`src/rtl/dsp_pkg.sv`:
```
package dsp_pkg;

   localparam int DEF_DATA_W = 16;
   localparam int DEF_SYNC   = 2;
   localparam int DEF_FILT   = 2;

   // Width of a counter that counts 0 .. n-1.
   function automatic int cnt_w(input int n);
      return (n <= 2) ? 1 : $clog2(n);
   endfunction

endpackage

```
`src/rtl/dsp_sync.sv`:
```
module dsp_sync #(
   parameter int STAGES = 2
) (
   input  logic clk,
   input  logic rst,
   input  logic async_i,
   output logic sync_o
);

   if (STAGES < 2) begin : g_bad_stages
      $error("dsp_sync: STAGES must be at least 2");
   end

   logic [STAGES-1:0] chain_q;

   always_ff @(posedge clk) begin
      if (rst) chain_q <= '0;
      else     chain_q <= {chain_q[STAGES-2:0], async_i};
   end

   assign sync_o = chain_q[STAGES-1];

endmodule

```
`src/rtl/dsp_edge.sv`:
```
module dsp_edge #(
   parameter int FILT = 2
) (
   input  logic clk,
   input  logic rst,
   input  logic lvl_i,
   output logic rise_o
);

   if (FILT < 1) begin : g_bad_filt
      $error("dsp_edge: FILT must be at least 1");
   end

   logic [FILT-1:0] win;
   logic            acc_q;
   logic            steady;

   if (FILT == 1) begin : g_nofilt
      assign win = lvl_i;
   end else if (FILT == 2) begin : g_filt2
      logic hist_q;
      always_ff @(posedge clk) begin
         if (rst) hist_q <= 1'b0;
         else     hist_q <= lvl_i;
      end
      assign win = {hist_q, lvl_i};
   end else begin : g_filtn
      logic [FILT-2:0] hist_q;
      always_ff @(posedge clk) begin
         if (rst) hist_q <= '0;
         else     hist_q <= {hist_q[FILT-3:0], lvl_i};
      end
      assign win = {hist_q, lvl_i};
   end

   assign steady = (&win) | ~(|win);

   always_ff @(posedge clk) begin
      if (rst)         acc_q <= 1'b0;
      else if (steady) acc_q <= lvl_i;
   end

   assign rise_o = steady & lvl_i & ~acc_q;

endmodule

```
`src/rtl/dsp_frame.sv`:
```
module dsp_frame
   import dsp_pkg::*;
#(
   parameter int DATA_W   = 16,
   parameter bit IDLE_LVL = 1'b0
) (
   input  logic              clk,
   input  logic              rst,
   input  logic              rise_i,
   input  logic              din_i,
   input  logic              lock_i,
   input  logic              pend_i,
   input  logic [DATA_W:0]   rsp_i,
   output logic              ack_o,
   output logic              pv_o,
   output logic [DATA_W:0]   pkt_o,
   output logic              dout_o
);

   localparam int            FW        = DATA_W + 1;
   localparam int            CW        = cnt_w(FW);
   localparam logic [CW-1:0] LAST      = CW'(FW - 1);
   localparam logic [FW-1:0] NOT_READY = {1'b1, {DATA_W{1'b0}}};

   if (DATA_W < 1) begin : g_bad_width
      $error("dsp_frame: DATA_W must be at least 1");
   end

   logic [CW-1:0] cnt_q;
   logic [FW-1:0] rx_q, tx_q, pkt_q;
   logic [FW-1:0] rx_next;
   logic          dout_q, pv_q, ack_q;

   assign rx_next = {rx_q[FW-2:0], din_i};

   always_ff @(posedge clk) begin
      if (rst) begin
         cnt_q  <= '0;
         rx_q   <= '0;
         tx_q   <= '0;
         pkt_q  <= '0;
         dout_q <= IDLE_LVL;
         pv_q   <= 1'b0;
         ack_q  <= 1'b0;
      end else begin
         pv_q  <= 1'b0;
         ack_q <= 1'b0;
         if (lock_i) begin
            dout_q <= IDLE_LVL;
         end else if (rise_i) begin
            dout_q <= tx_q[FW-1];
            rx_q   <= rx_next;
            if (cnt_q == LAST) begin
               cnt_q <= '0;
               pkt_q <= rx_next;
               pv_q  <= 1'b1;
               if (pend_i) begin
                  tx_q  <= rsp_i;
                  ack_q <= 1'b1;
               end else begin
                  tx_q  <= NOT_READY;
               end
            end else begin
               cnt_q <= cnt_q + CW'(1);
               tx_q  <= tx_q << 1;
            end
         end
      end
   end

   assign dout_o = dout_q;
   assign pv_o   = pv_q;
   assign ack_o  = ack_q;
   assign pkt_o  = pkt_q;

endmodule

```
`src/rtl/dbg_serial_port.sv`:
```
module dbg_serial_port
   import dsp_pkg::*;
#(
   parameter int DATA_W = DEF_DATA_W,
   parameter int SYNC   = DEF_SYNC,
   parameter int FILT   = DEF_FILT
) (
   input  logic              clk,
   input  logic              rst,
   input  logic              dbg_clk_i,
   input  logic              dbg_din_i,
   input  logic              secure_i,
   input  logic              rsp_pend_i,
   input  logic              rsp_stat_i,
   input  logic [DATA_W-1:0] rsp_data_i,
   output logic              rsp_ack_o,
   output logic              pkt_valid_o,
   output logic              pkt_stat_o,
   output logic [DATA_W-1:0] pkt_data_o,
   output logic              dbg_dout_o
);

   logic          clk_s, din_s, rise_raw, rise_ok;
   logic [DATA_W:0] pkt_w;

   dsp_sync #(.STAGES(SYNC)) i_sync_clk (
      .clk(clk), .rst(rst), .async_i(dbg_clk_i), .sync_o(clk_s));

   dsp_sync #(.STAGES(SYNC)) i_sync_din (
      .clk(clk), .rst(rst), .async_i(dbg_din_i), .sync_o(din_s));

   dsp_edge #(.FILT(FILT)) i_edge (
      .clk(clk), .rst(rst), .lvl_i(clk_s), .rise_o(rise_raw));

   assign rise_ok = rise_raw & ~secure_i;

   dsp_frame #(.DATA_W(DATA_W)) i_frame (
      .clk    (clk),
      .rst    (rst),
      .rise_i (rise_ok),
      .din_i  (din_s),
      .lock_i (secure_i),
      .pend_i (rsp_pend_i),
      .rsp_i  ({rsp_stat_i, rsp_data_i}),
      .ack_o  (rsp_ack_o),
      .pv_o   (pkt_valid_o),
      .pkt_o  (pkt_w),
      .dout_o (dbg_dout_o)
   );

   assign pkt_stat_o = pkt_w[DATA_W];
   assign pkt_data_o = pkt_w[DATA_W-1:0];

endmodule

```
`config.mk`:
```
export PLATFORM = sky130hd
export DESIGN_NAME = dbg_serial_port
export DESIGN_NICKNAME = d
export VERILOG_FILES = /design/src/rtl/dsp_pkg.sv /design/src/rtl/dsp_sync.sv /design/src/rtl/dsp_edge.sv /design/src/rtl/dsp_frame.sv /design/src/rtl/dbg_serial_port.sv
export SDC_FILE = /design/constraint.sdc
export NUM_CORES = 1
export LEC_CHECK = 0
export CAP_MARGIN = 20
export CORE_UTILIZATION = 41
export CTS_CLUSTER_DIAMETER = 200
export DETAILED_ROUTE_END_ITERATION = 8
export SYNTH_ARGS = -nofsm -noshare
export SYNTH_HDL_FRONTEND = slang
export SYNTH_SLANG_ARGS = --single-unit
```
`constraint.sdc`:
```
create_clock -name clk -period 4.22 [get_ports clk]
set_input_delay 1.055 -clock clk [delete_from_list [all_inputs] [get_ports clk]]
set_output_delay 1.055 -clock clk [all_outputs]
set_load 0.02 [all_outputs]
```
Word level (Yosys, flattened, before mapping)
Index checks and enable logic that the tools add are counted.

Output and inout port bits: 20. Input bits: 23. Register bits: 64. Logic and storage cells: 34.

Bitwise logic cells: 9. Multiplexer cells: 5. Equal/unequal tests: 1. Reduce and logical (&&, ||, !) cells: 7. Add/sub/neg operators: 1.

Operator list (count): $mux W17 (2); $add A5 B1 Y5 const B (1); $eq A5 B5 Y1 const B (1); $mux W5 (1); $not A1 Y1 (5); $reduce_and A2 Y1 (2); $reduce_or A2 Y1 (2); $reduce_or A4 Y1 (1); $and A1 B1 Y1 (3); $reduce_and A3 Y1 (1); $reduce_or A3 Y1 (1); $mux W1 (2); $or A1 B1 Y1 (1).

Depth between registers and ports, before layout
Depth in word-level cells: 8. Depth in mapped cells: 7. Gate-level depth less buffers: 5.

Modules after synthesis
Synthesis repeated with hierarchy kept, for this count alone.

Cells, all modules: 302. Area total of the unflattened synthesis: 2537.4 µm².

Modules (own cells, without submodules): dsp_frame (sequential area each 1161.1 µm², instances 1, cells an instance 286, area an instance 2339.7 µm²); dsp_sync (sequential area each 40.0 µm², instances 2, cells an instance 4, area an instance 52.6 µm²); dsp_edge (sequential area each 40.0 µm², instances 1, cells an instance 7, area an instance 78.8 µm²); dbg_serial_port (sequential area each 0.0 µm², instances 1, cells an instance 1, area an instance 13.8 µm²).

Worst setup path after synthesis
Ideal clock, no wire load.

Path kind: input -> register. Start: input secure_i. End: register i_frame.pkt_q[11], in the netlist i_frame.pkt_o[11]. Path slack: 2.152 ns. Required time: 4.088 ns. Cell stages on the path: 5. Path buffers: 2. Arrival: 1.936 ns. Library setup time: 0.132 ns. Cell sequence: or3b_1 -> clkbuf_1 -> clkbuf_1 -> o21ai_0 -> a21oi_1.

Longest elaborated chain between the ends: 3.

RTL lines: start: declaration (RTL line dbg_serial_port.sv:12) `input logic secure_i,`; $not A1 Y1 (no line) (*); $and A1 B1 Y1 (RTL line dbg_serial_port.sv:35) `assign rise_ok = rise_raw & ~secure_i;`; $reduce_and A3 Y1 (no line) (*); end signal: assignment (RTL line dsp_frame.sv:55) `pkt_q <= rx_next;`; end: declaration (RTL line dsp_frame.sv:30) `logic [FW-1:0] rx_q, tx_q, pkt_q;`.

Every way passes the cells marked *; elsewhere a longest branch is shown, timed or not. A chain may end at the register's enable or synchronous reset.

Worst setup path in the final report
Start: input secure_i. End: register i_frame.pkt_q[7], in the netlist i_frame.pkt_o[7].

Same word-level chain as after synthesis.

==> metrics list <==
- STA classifies the critical path endpoint as a flip-flop.
* TritonCTS clock tree: built
- In the synthesized netlist, the number of instances is 297.
- Tracing the worst setup path back leads to its startpoint at secure_i.
- Global-route wire length before repair: 8900 um
- Wire per inst: 12.9 um
- Crit path buffers/inverters: 2
* FP Rows: 27
- After synthesis, flip-flops and latches occupy 51.5% of the total area.
* CP endpoint: i_frame.pkt_o[7]
- Buffers inserted by post-CTS timing repair: 0
- From bottom edge to top edge, the die measures 79.9 um.
- In this run, post-CTS hold repair placed 0 buffers.
- Most common cell after layout, fill and taps aside: sky130_fd_sc_hd__dfxtp_1
- Routability-driven placement finished with a final weighted congestion of 0.672.
* Total routed wirelength: 5170 um
- From left edge to right edge, the die measures 79.9 um.
- Root buf cell: sky130_fd_sc_hd__clkbuf_8
- In this run the static leakage power is 0.963 nW.
- The initial utilization of the core area, before any placement, comes to 43.8%.
- Minimum setup slack among reg-to-reg paths: 2320 ps
* Critical Path Source Type: input pin
- Dominant cells by area after synthesis: sky130_fd_sc_hd__dfxtp_1 52%, sky130_fd_sc_hd__nand2_1 8.0%, sky130_fd_sc_hd__a21oi_1 7.6%, sky130_fd_sc_hd__nand3_1 7.0%, sky130_fd_sc_hd__a311oi_1 6.0%
- After routing, the total negative slack on setup checks comes to 0 ps.
* Final critical-path required period: 2550 ps
- The flow ran to the end, and the final reports show no timing, DRC or antenna violations.
- Setup-violating endpoint count in the final report: 0
- In this run, synthesis inferred 0 flip-flops with an integrated enable.
- In the routed design, unresolved DRC markers number 0.
- In the layout the commonest cells are 64 x sky130_fd_sc_hd__dfxtp_1, 53 x sky130_fd_sc_hd__nand2_1, 41 x sky130_fd_sc_hd__clkdlybuf4s50_1, 38 x sky130_fd_sc_hd__a21oi_1, 35 x sky130_fd_sc_hd__nand3_1.
* First DRT Iteration DRCs: 121
- In this run the tool buffered the top-level ports with 42 buffer cells.
- Share of async-settable or async-resettable flops after synthesis: 0%
- Area fraction in compound gates after synthesis: 18.5%
* Largest delay share family, worst path: buffers and inverters
- The clock reaches the later pin of the worst-skew pair after 340 ps.
* Number of nets still failing antenna checks after routing: 0
* Slew headroom: 48.3%
* Parity-gate share of the synthesized area counting xor and xnor cells: 0%
* Layout-stage area growth over the synthesis result: 25.0%
* Number of nets in the layout: 351
- Max cap viols: 0
- The floorplan step defined a die boundary enclosing 0.00638 mm2.
- CTS saw 64 sinks.
- Vias after detailed routing: 2,094
* Simple-gate portion of the synthesized area: 22.3%
- The critical path goes through clkdlybuf4s50_1 > or3b_1 > buf_4 > o21ai_0 > a21oi_1.
* Main flop type after synthesis: sky130_fd_sc_hd__dfxtp_1
- Area of the mapped netlist: 0.00249 mm2
- Combinational family with the most area after synthesis: simple AND/OR/NAND/NOR gates
- VDD sags by at most 240 uV.
- CTS HTree Levels: 3
- Type of the worst min-delay path: flip-flop to flip-flop
* Maximum number of pins on one net before global-route repair: 60
* Peak fanout along the critical path: 22
- Flip-flop and latch count after synthesis: 64
- Dividing the final minimum period by the clock period gives 60.5%.
- For this run the aggregate overflow at the end of global routing stands at 0.
* Vias per Instance: 5.21
- Overall Global Routing Usage: 18.0%
- HPWL after detailed placement: 3030 um
* Total CTS buffers: 9
- Summing the areas of all fa, ha and maj instances in the mapped netlist gives 1.51% of the synthesized area.
- The max-slew violation count came to 0.
- Including well taps, the total number of placed cells is 386.
- The worst register-to-register path begins at i_frame.cnt_q[0].
- Share of post-route cells with drive strength above 1: 7.58%
- Maximum clock rate: 392 MHz
- In this run the mean area of a mapped cell was 8.37 um2.
- The worst register-to-register path ends at i_frame.tx_q[16].
* Initial antenna violation count: 0
* Count of TritonRoute iterations in the first routing pass: 4
- The worst setup path is of the input pin to flip-flop kind.
* Worst path max stage delay: 670 ps
- On the final layout, the worst clock skew is 9.37 ps.
* RSZ-0062 raised after global routing: false
* Post-CTS resize count: 0
- Yosys warning total: 0
- The critical path runs through a total of 5 cells.
* Total nets after synthesis: 323
- For this design the ratio of total power to cell area is 380 mW/mm2.
- At the end of the flow the core is filled with cells to 54.7%.
* Fraction of post-synthesis cell area in the top cell type by area: 51.5%
* FF-to-FF path depth: 6
- Of all cell types, the one taking the most synthesized area is sky130_fd_sc_hd__dfxtp_1.
- After the flow finishes, the layout carries non-filler instances totaling 402.
- Critical path data arrival time: 2770 ps
- The total area inside the core boundary comes to 0.00568 mm2.
- Inserted Diodes: 0
* Number of unique standard cell types used by synthesis: 28
- Via count of the first global-routing pass: 2,002
- At the pin with the least slew margin, the transition time is 776 ps.
* Worst-path cell with the longest stage delay: sky130_fd_sc_hd__or3b_1
- Pin placement for this block handled 43 I/O pins.
- Number of buffers between clock root and the deepest sink: 2
- Clock transition at the registers of the reported paths: 70 ps
- Post-synthesis mux area share: 0.403%
- Critical path data required time: 4440 ps
- The count of endpoints failing hold in the final timing report was 0.
[worst min path at each step]
stage,start,end,depth (start not counted)
5_1_grt,i_sync_din.chain_q[1],i_frame.pkt_o[0],2
3_3_place_gp,i_sync_clk.chain_q[0],i_sync_clk.chain_q[1],1
6_report,i_sync_din.chain_q[1],i_frame.rx_q[0],2
3_5_place_dp,i_sync_din.chain_q[0],i_sync_din.chain_q[1],1
2_1_floorplan,i_sync_clk.chain_q[0],i_sync_clk.chain_q[1],1
4_1_cts,i_sync_din.chain_q[1],i_frame.rx_q[0],2
[flip-flops by register name, summed over array words and instances, names as in the netlist]
| signal | flops |
|---|---|
| i_edge.acc_q | 1 |
| i_edge.g_filt2.hist_q | 1 |
| i_frame.ack_o | 1 |
| i_frame.cnt_q | 5 |
| i_frame.dout_o | 1 |
| i_frame.pkt_o | 17 |
| i_frame.pv_o | 1 |
| i_frame.rx_q | 16 |
| i_frame.tx_q | 17 |
| i_sync_clk.chain_q | 2 |
| i_sync_din.chain_q | 2 |
[cells in the mapped netlist (all sizes together) (2+ instances only)]
cell type,number
a311oi,17
nand3b,2
nor2,17
dfxtp,64
ha,3
nand2,53
buf,10
nor2b,5
a21oi,38
clkbuf,20
nand3,35
inv,2
nor3b,2
o21ai,18
[logic make-up (layout without fill, tap and decap cells)]
kind of cell             Yosys count  count (layout)
AND/OR/NAND/NOR                  121             121
AO/OA/AOI/OAI                     76              76
flip-flops                        64              64
buffers and inverters             32              65
adder cells (fa/ha/maj)            3               3
multiplexers                       1               1
[layer usage]
metal | vias up | GRT usage, % | share of wire (%)
li1 | 1090 | - | -
met1 | 956 | 22.3 | 49
met2 | 42 | 28.5 | 46
met3 | 6 | 6.86 | 4.5
met4 | 0 | 6.25 | 0.99
met5 | - | 0 | 0
[area by class of cell]
cell class | instances | area, um2
repair buffers | 47 | 453
inverters | 2 | 7.51
clock buffers | 11 | 151
clock inverters | 5 | 55.1
well taps | 72 | 90.1
fillers | 541 | 2570
multi-input cells | 201 | 1070
flip-flops and latches | 64 | 1280
[metrics by stage]
stage	hold WS (ps)	setup WS, ps	instance area, um2	total power, mW
floorplan	414	2150	2490	0.637
global placement	418	1300	2900	0.661
detailed placement	441	1280	2900	0.661
CTS	448	1650	3110	1.20
global route	465	1540	3110	1.23
finish	446	1670	3110	1.18
[report_power, final]
part	switching (mW)	total [mW]	internal, mW
clock network	0.232	0.535	0.303
registers	0.00130	0.608	0.607
logic	0.0171	0.0384	0.0212
total	0.251	1.18	0.931
[tightest hold or removal path: stages (launching register included)]
cell and delay, ps:
sky130_fd_sc_hd__dfxtp_1 310, sky130_fd_sc_hd__nand2_1 50, sky130_fd_sc_hd__a21oi_1 50
No activity file was read; power rests on OpenSTA's default activity.
